## config.mk

```make
export PLATFORM = sky130hd
export DESIGN_NAME = cbr_branch_unit
export DESIGN_NICKNAME = d
export VERILOG_FILES = /design/src/rtl/cbr_pkg.sv /design/src/rtl/cbr_decode.sv /design/src/rtl/cbr_resolve.sv /design/src/rtl/cbr_target.sv /design/src/rtl/cbr_branch_unit.sv
export SDC_FILE = /design/constraint.sdc
export NUM_CORES = 1
export LEC_CHECK = 0
export CORE_ASPECT_RATIO = 0.6
export CORE_UTILIZATION = 59
export DETAILED_ROUTE_END_ITERATION = 16
export DONT_BUFFER_PORTS = 1
export PLACE_DENSITY = 0.78
export SLEW_MARGIN = 20
export SYNTH_ARGS = -nofsm -noshare
export SYNTH_HDL_FRONTEND = slang
export SYNTH_SLANG_ARGS = --single-unit
export TNS_END_PERCENT = 50
```

## constraint.sdc

```tcl
create_clock -name clk -period 3.1 [get_ports clk]
set_clock_uncertainty 0.2 [all_clocks]
set_input_delay 0.31 -clock clk [delete_from_list [all_inputs] [get_ports clk]]
set_output_delay 0.31 -clock clk [all_outputs]
set_load 0.05 [all_outputs]
```

## src/rtl/cbr_pkg.sv

```systemverilog
package cbr_pkg;

  // Selector codes carried in the minor field of the instruction
  typedef enum logic [1:0] {
    SEL_ON_IDLE        = 2'd0,
    SEL_ON_BUSY        = 2'd1,
    SEL_ON_IDLE_LIKELY = 2'd2,
    SEL_ON_BUSY_LIKELY = 2'd3
  } cbr_sel_e;

  // Decoded properties of one instruction
  typedef struct packed {
    logic legal;    // encoding belongs to this unit
    logic likely;   // cancels delay slot when not taken
    logic on_busy;  // branch sense: taken when busy
  } cbr_dec_t;

  // Decision produced for one instruction
  typedef struct packed {
    logic taken;
    logic nullify;
    logic illegal;
  } cbr_res_t;

endpackage

```

## src/rtl/cbr_decode.sv

```systemverilog
module cbr_decode
  import cbr_pkg::*;
#(
  parameter int FIELD_W = 5,
  parameter logic [FIELD_W-1:0] MAJOR_CODE = 5'h08
) (
  input  logic [FIELD_W-1:0] major_i,
  input  logic [FIELD_W-1:0] minor_i,
  output cbr_dec_t           dec_o
);
  localparam int SEL_W = 2;

  logic major_hit;
  logic minor_in_range;
  cbr_sel_e sel;

  assign major_hit      = (major_i == MAJOR_CODE);
  assign minor_in_range = (minor_i[FIELD_W-1:SEL_W] == '0);
  assign sel            = cbr_sel_e'(minor_i[SEL_W-1:0]);

  always_comb begin
    dec_o.legal = major_hit && minor_in_range;
    unique case (sel)
      SEL_ON_IDLE:        begin dec_o.likely = 1'b0; dec_o.on_busy = 1'b0; end
      SEL_ON_BUSY:        begin dec_o.likely = 1'b0; dec_o.on_busy = 1'b1; end
      SEL_ON_IDLE_LIKELY: begin dec_o.likely = 1'b1; dec_o.on_busy = 1'b0; end
      SEL_ON_BUSY_LIKELY: begin dec_o.likely = 1'b1; dec_o.on_busy = 1'b1; end
      default:            begin dec_o.likely = 1'b0; dec_o.on_busy = 1'b0; end
    endcase
  end

endmodule

```

## src/rtl/cbr_resolve.sv

```systemverilog
module cbr_resolve
  import cbr_pkg::*;
(
  input  cbr_dec_t dec_i,
  input  logic     busy_i,
  output cbr_res_t res_o
);
  logic cond_met;

  assign cond_met = (busy_i == dec_i.on_busy);

  always_comb begin
    res_o.illegal = !dec_i.legal;
    res_o.taken   = dec_i.legal && cond_met;
    res_o.nullify = dec_i.legal && dec_i.likely && !cond_met;
  end

endmodule

```

## src/rtl/cbr_target.sv

```systemverilog
module cbr_target #(
  parameter int ADDR_W  = 32,
  parameter int OFF_W   = 16,
  parameter int SHIFT   = 2,
  parameter int SLOT_B  = 4
) (
  input  logic [ADDR_W-1:0] pc_i,
  input  logic [OFF_W-1:0]  off_i,
  output logic [ADDR_W-1:0] target_o
);
  localparam int EXT_W = ADDR_W - OFF_W - SHIFT;

  function automatic logic [ADDR_W-1:0] byte_offset(input logic [OFF_W-1:0] off);
    return {{EXT_W{off[OFF_W-1]}}, off, {SHIFT{1'b0}}};
  endfunction

  function automatic logic [ADDR_W-1:0] branch_dest(input logic [ADDR_W-1:0] pc,
                                                    input logic [OFF_W-1:0]  off);
    return pc + ADDR_W'(SLOT_B) + byte_offset(off);
  endfunction

  assign target_o = branch_dest(pc_i, off_i);

endmodule

```

## src/rtl/cbr_branch_unit.sv

```systemverilog
module cbr_branch_unit
  import cbr_pkg::*;
#(
  parameter int ADDR_W = 32,
  parameter int INSN_W = 32,
  parameter int OFF_W  = 16,
  parameter int FIELD_W = 5,
  parameter logic [FIELD_W-1:0] MAJOR_CODE = 5'h08
) (
  input  logic              clk,
  input  logic              rst_n,
  input  logic              dec_valid_i,
  input  logic [INSN_W-1:0] instr_i,
  input  logic [ADDR_W-1:0] pc_i,
  input  logic              cop_busy_i,
  output logic              res_valid_o,
  output logic              taken_o,
  output logic              nullify_o,
  output logic              illegal_o,
  output logic [ADDR_W-1:0] target_o
);
  localparam int MINOR_LO = OFF_W;
  localparam int MAJOR_LO = OFF_W + FIELD_W;
  localparam int USED_W   = MAJOR_LO + FIELD_W;

  // Named internal events
  cbr_dec_t          dec_w;
  cbr_res_t          nxt_res;
  logic [ADDR_W-1:0] nxt_target;
  logic              unused_opc;

  assign unused_opc = ^instr_i[INSN_W-1:USED_W];

  cbr_decode #(.FIELD_W(FIELD_W), .MAJOR_CODE(MAJOR_CODE)) u_decode (
    .major_i (instr_i[MAJOR_LO +: FIELD_W]),
    .minor_i (instr_i[MINOR_LO +: FIELD_W]),
    .dec_o   (dec_w)
  );

  cbr_resolve u_resolve (
    .dec_i  (dec_w),
    .busy_i (cop_busy_i),
    .res_o  (nxt_res)
  );

  cbr_target #(.ADDR_W(ADDR_W), .OFF_W(OFF_W), .SHIFT(2), .SLOT_B(4)) u_target (
    .pc_i     (pc_i),
    .off_i    (instr_i[OFF_W-1:0]),
    .target_o (nxt_target)
  );

  always_ff @(posedge clk) begin
    if (!rst_n) begin
      res_valid_o <= 1'b0;
      taken_o     <= 1'b0;
      nullify_o   <= 1'b0;
      illegal_o   <= 1'b0;
      target_o    <= '0;
    end else begin
      res_valid_o <= dec_valid_i;
      taken_o     <= dec_valid_i && nxt_res.taken;
      nullify_o   <= dec_valid_i && nxt_res.nullify;
      illegal_o   <= dec_valid_i && nxt_res.illegal;
      if (dec_valid_i) target_o <= nxt_target;
    end
  end

  // ---------------- assertions ----------------
  a_r2_valid_follows: assert property (@(posedge clk) disable iff (!rst_n)
    dec_valid_i |=> res_valid_o);

  a_r2_valid_idle: assert property (@(posedge clk) disable iff (!rst_n)
    !dec_valid_i |=> !res_valid_o);

  a_r4_idle_form: assert property (@(posedge clk) disable iff (!rst_n)
    dec_valid_i && instr_i[MAJOR_LO +: FIELD_W] == MAJOR_CODE
      && instr_i[MINOR_LO +: FIELD_W] == FIELD_W'(0)
    |=> taken_o == !$past(cop_busy_i));

  a_r4_busy_form: assert property (@(posedge clk) disable iff (!rst_n)
    dec_valid_i && instr_i[MAJOR_LO +: FIELD_W] == MAJOR_CODE
      && instr_i[MINOR_LO +: FIELD_W] == FIELD_W'(1)
    |=> taken_o == $past(cop_busy_i));

  a_r5_plain_keeps_slot: assert property (@(posedge clk) disable iff (!rst_n)
    dec_valid_i && !instr_i[MINOR_LO+1] |=> !nullify_o);

  a_r5_exclusive: assert property (@(posedge clk) disable iff (!rst_n)
    !(taken_o && nullify_o));

  a_r6_illegal_quiet: assert property (@(posedge clk) disable iff (!rst_n)
    illegal_o |-> !taken_o && !nullify_o && res_valid_o);

  a_r7_target_hold: assert property (@(posedge clk) disable iff (!rst_n)
    !dec_valid_i |=> $stable(target_o));

  a_r7_flags_idle: assert property (@(posedge clk) disable iff (!rst_n)
    !res_valid_o |-> !taken_o && !nullify_o && !illegal_o);

endmodule

```

==> run_results.csv <==
group,metric,value,unit
synth,ys_types,62,
flow_run,timing.max_cap.violations,0,
setup_path,reg2reg_from,"target_o[20]",
clock_tree,clk_latency,0.29,ns
route,detail_route.first_pass.iterations,5,
route,detail_route.drc_violations,0,
synth,async_reset_ff_frac,0,
placement,dpl_worst_slack,-0.0204,ns
finish,post_route_cells_drive_above_1_share,0.0505,
synth,synthesis.nets,531,
synth,synthCells,405,
sta,timing_max_transition_violations_final,0,
power,switchingPower,0.763,mW
synth,ys_top_cells_by_area,"sky130_fd_sc_hd__dfxtp_1 (21%), sky130_fd_sc_hd__ha_1 (21%), sky130_fd_sc_hd__mux2i_1 (4.4%)",
grt,congestion_overflow_gr,0,
synth,synth_area,3410,sq um
grt,grt_antenna_before_repair,0,
sta,finalCriticalPeriod,2.84,ns
setup_path,cp_data_arrival_time,2.82,ns
synth,most_common_flop_cell_mapped_by_yosys,"sky130_fd_sc_hd__dfxtp_1",
finish,n_fill_cell,494,
outcome,status,"finished with violations",
synth,yosys.cell_count.top_type,"sky130_fd_sc_hd__ha_1",
power,share_comb_of_total_power,0.350,
finish,area_growth,4.56,%
sta,post-route-worst-setup-slack,0.262,ns
clock_tree,cts-resized-gates,0,
grt,vias_in_the_first_global_route,2631,
power,sw_frac_of_total,0.447,
sta,setup_viol,0,
clock_tree,numCtsBuffers,5,
sta,grt_setup_unrepaired,"no",
route,detailroute.via_count,3167,
setup_path,setup.worst_path.start,"instr_i[1]",
grt,grt_pass1_wl,13500,um
power,power.sequential.fraction,0.440,
synth,synth-warning-count,0,
floorplanning,top_level_ports,104,
finish,final_instance_count_without_filler_cells,476,
sta,timing.final.crit_share,0.915,
worst_hold_path,min-delay-start,"rst_n",
synth,syn_avg_cell_area,8.41,sq um
grt,grt_start_max_net_pins,28,
clock_tree,cts_tree,"yes",
sta,slew_headroom,0.533,
clock_tree,clock_sink_count,36,
sta,timing_hold_violations_final,2,
finish,finalCoreUtilization,0.639,
placement,port_buffers,0,
finish,diodes,0,
setup_path,worst_setup_path_start_kind,"primary input",
placement,detailed_place.area,3420,sq um
grt,grtUsageTotal,0.289,
synth,synth.top_cells.by_count,"sky130_fd_sc_hd__ha_1 (57), sky130_fd_sc_hd__dfxtp_1 (36), sky130_fd_sc_hd__nand2_1 (31), sky130_fd_sc_hd__a21oi_1 (28), sky130_fd_sc_hd__nor2_1 (27)",
synth,synth_seq_cells,36,
floorplanning,dieArea,6090,sq um
route,drtIter0Drc,324,
sta,timing.fmax,352,MHz
sta,worstMarginPinSlew,0.698,ns
setup_path,timing.critical_path.required,3.08,ns
power,leakage,1.56,nW
clock_tree,cts_max_path_buffers,2,
synth,yosysTopAreaCell,"sky130_fd_sc_hd__dfxtp_1",
power,power.density,479,nW/um^2
sta,timing.setup.tns,0,ns
sta,fin_hold_ws,-0.000456,ns
power,power_report.internal_total,0.944,mW
placement,dp_cells,463,
outcome,violations,"negative hold slack",
route,postRouteWirelength,8900,um
route,routed_wire_length_per_instance,18.7,um
clock_tree,max_h_tree_level,2,
power,vdd.ir_drop.worst,0.210,mV
placement,final_replace_weighted_congestion,0.937,
route,routed_via_density,6.65,
synth,yosysSeqAreaShare,0.212,
clock_tree,cts_post_setup_buffers_inserted,0,
route,antenna_left,0,
finish,final_cell_area,3560,sq um
synth,synth-edff-count,0,
clock_tree,cts-root-buf,"sky130_fd_sc_hd__clkbuf_8",
floorplanning,die_w,100,um
worst_hold_path,class_of_the_tightest_hold_or_removal_check,"in2reg",
floorplanning,die_h,60.9,um
floorplanning,rows,21,
setup_path,sort_of_element_at_the_end_of_the_critical_path,"flip-flop",
finish,finalNetCount,521,
clock_tree,clk_transition_reported_paths,0.08,ns
floorplanning,floorplan.core_area,5570,sq um
placement,dpl.hpwl,6790,um
power,design_power_total,1.71,mW
power,clock_power_share,0.210,
synth,synth.top_cell.area_share,0.212,
floorplanning,initial_utilization,0.611,
setup_path,critPathMaxFanout,4,
setup_path,criticalPathCategory,"in2reg",
==> flip-flops by register name (all words and copies together), names as in the netlist <==
| signal | cells |
|---|---|
| res_valid_o | 1 |
| illegal_o | 1 |
| target_o | 32 |
| nullify_o | 1 |
| taken_o | 1 |
==> worst paths after layout <==
path                                     end  slack, ns  cells after the start
worst min-delay path            target_o[14]    -0.0005                      2
worst max register to register  target_o[20]       1.68                      2
worst max-delay path            target_o[27]       0.26                      9
worst min register to register  target_o[29]       0.52                      2
==> layer usage <==
metal  track usage  vias to the layer above  wire length (um)
met5             0                        -                 0
met4        0.0435                        0                36
met3        0.0818                        4              1060
met2         0.399                      184              3460
met1         0.444                     1465              4340
li1              -                     1514                 -
==> power by group through the flow <==
stage	Clock, mW	Sequential [mW]	Combinational, mW
CTS	0.359	0.751	0.583
detailed placement	0	0.761	0.569
finish	0.359	0.752	0.597
global route	0.387	0.755	0.665
global placement	0	0.759	0.556
floorplan	0	0.743	0.471
==> kinds of logic after synthesis <==
kind of cell / Yosys count / share of synthesized area
compound gates: 120 / 0.249
xor+xnor: 14 / 0.0400
fa+ha+maj: 58 / 0.215
buf+inv: 29 / 0.0349
flops: 36 / 0.212
mux: 16 / 0.0474
simple gates: 132 / 0.202
==> placed cells by master (no fill, tap or decap), drive strengths merged, types with 2 or more instances in the layout <==
master,synthesis,final
o21a,7,7
xnor2,9,9
o211a,3,3
and3,5,5
a22oi,2,2
nor3,6,6
a311o,2,2
ha,57,57
a21oi,29,29
nor2,27,27
a211oi,2,2
nand4b,2,2
nand3b,5,5
and2,3,3
clkbuf,13,7
a31oi,7,7
inv,5,5
a32o,2,2
o211ai,13,13
a21boi,4,4
or3,2,2
o21ai,20,20
o2111ai,2,2
mux2i,15,15
nand3,13,13
nor2b,14,14
a21o,9,9
xor2,4,4
a211o,5,5
nand2,31,31
nor4,2,2
dlygate4sd3,0,5
dfxtp,36,36
o21bai,3,3
o311ai,2,2
nand4,16,16
a311oi,2,2
==> cell type report <==
| type | count | area (sq um) | share of cell area |
|---|---|---|---|
| Multi-Input combinational cell | 340 | 2570 | 0.721 |
| Sequential cell | 36 | 721 | 0.202 |
| Tap cell | 80 | 100 | 0.0281 |
| Clock buffer | 7 | 86.3 | 0.0242 |
| Timing Repair Buffer | 6 | 57.6 | 0.0162 |
| Inverter | 6 | 22.5 | 0.00632 |
| Clock inverter | 1 | 7.51 | 0.00211 |
==> critical path, stage by stage <==
cell and delay [ns]:
sky130_fd_sc_hd__ha_1 0.27, sky130_fd_sc_hd__ha_1 0.25, sky130_fd_sc_hd__fa_1 0.44, sky130_fd_sc_hd__a211o_1 0.35
sky130_fd_sc_hd__a211o_1 0.38, sky130_fd_sc_hd__nand3_2 0.11, sky130_fd_sc_hd__a21oi_2 0.09, sky130_fd_sc_hd__or3_1 0.36
sky130_fd_sc_hd__a32o_1 0.25
==> what timing repair did <==
item,in CTS,in global routing
endpoints found under the setup margin,0,0
endpoints found under the hold margin,23,1
hold buffers,4,1
Note: power is estimated with default switching activity, not from simulation.
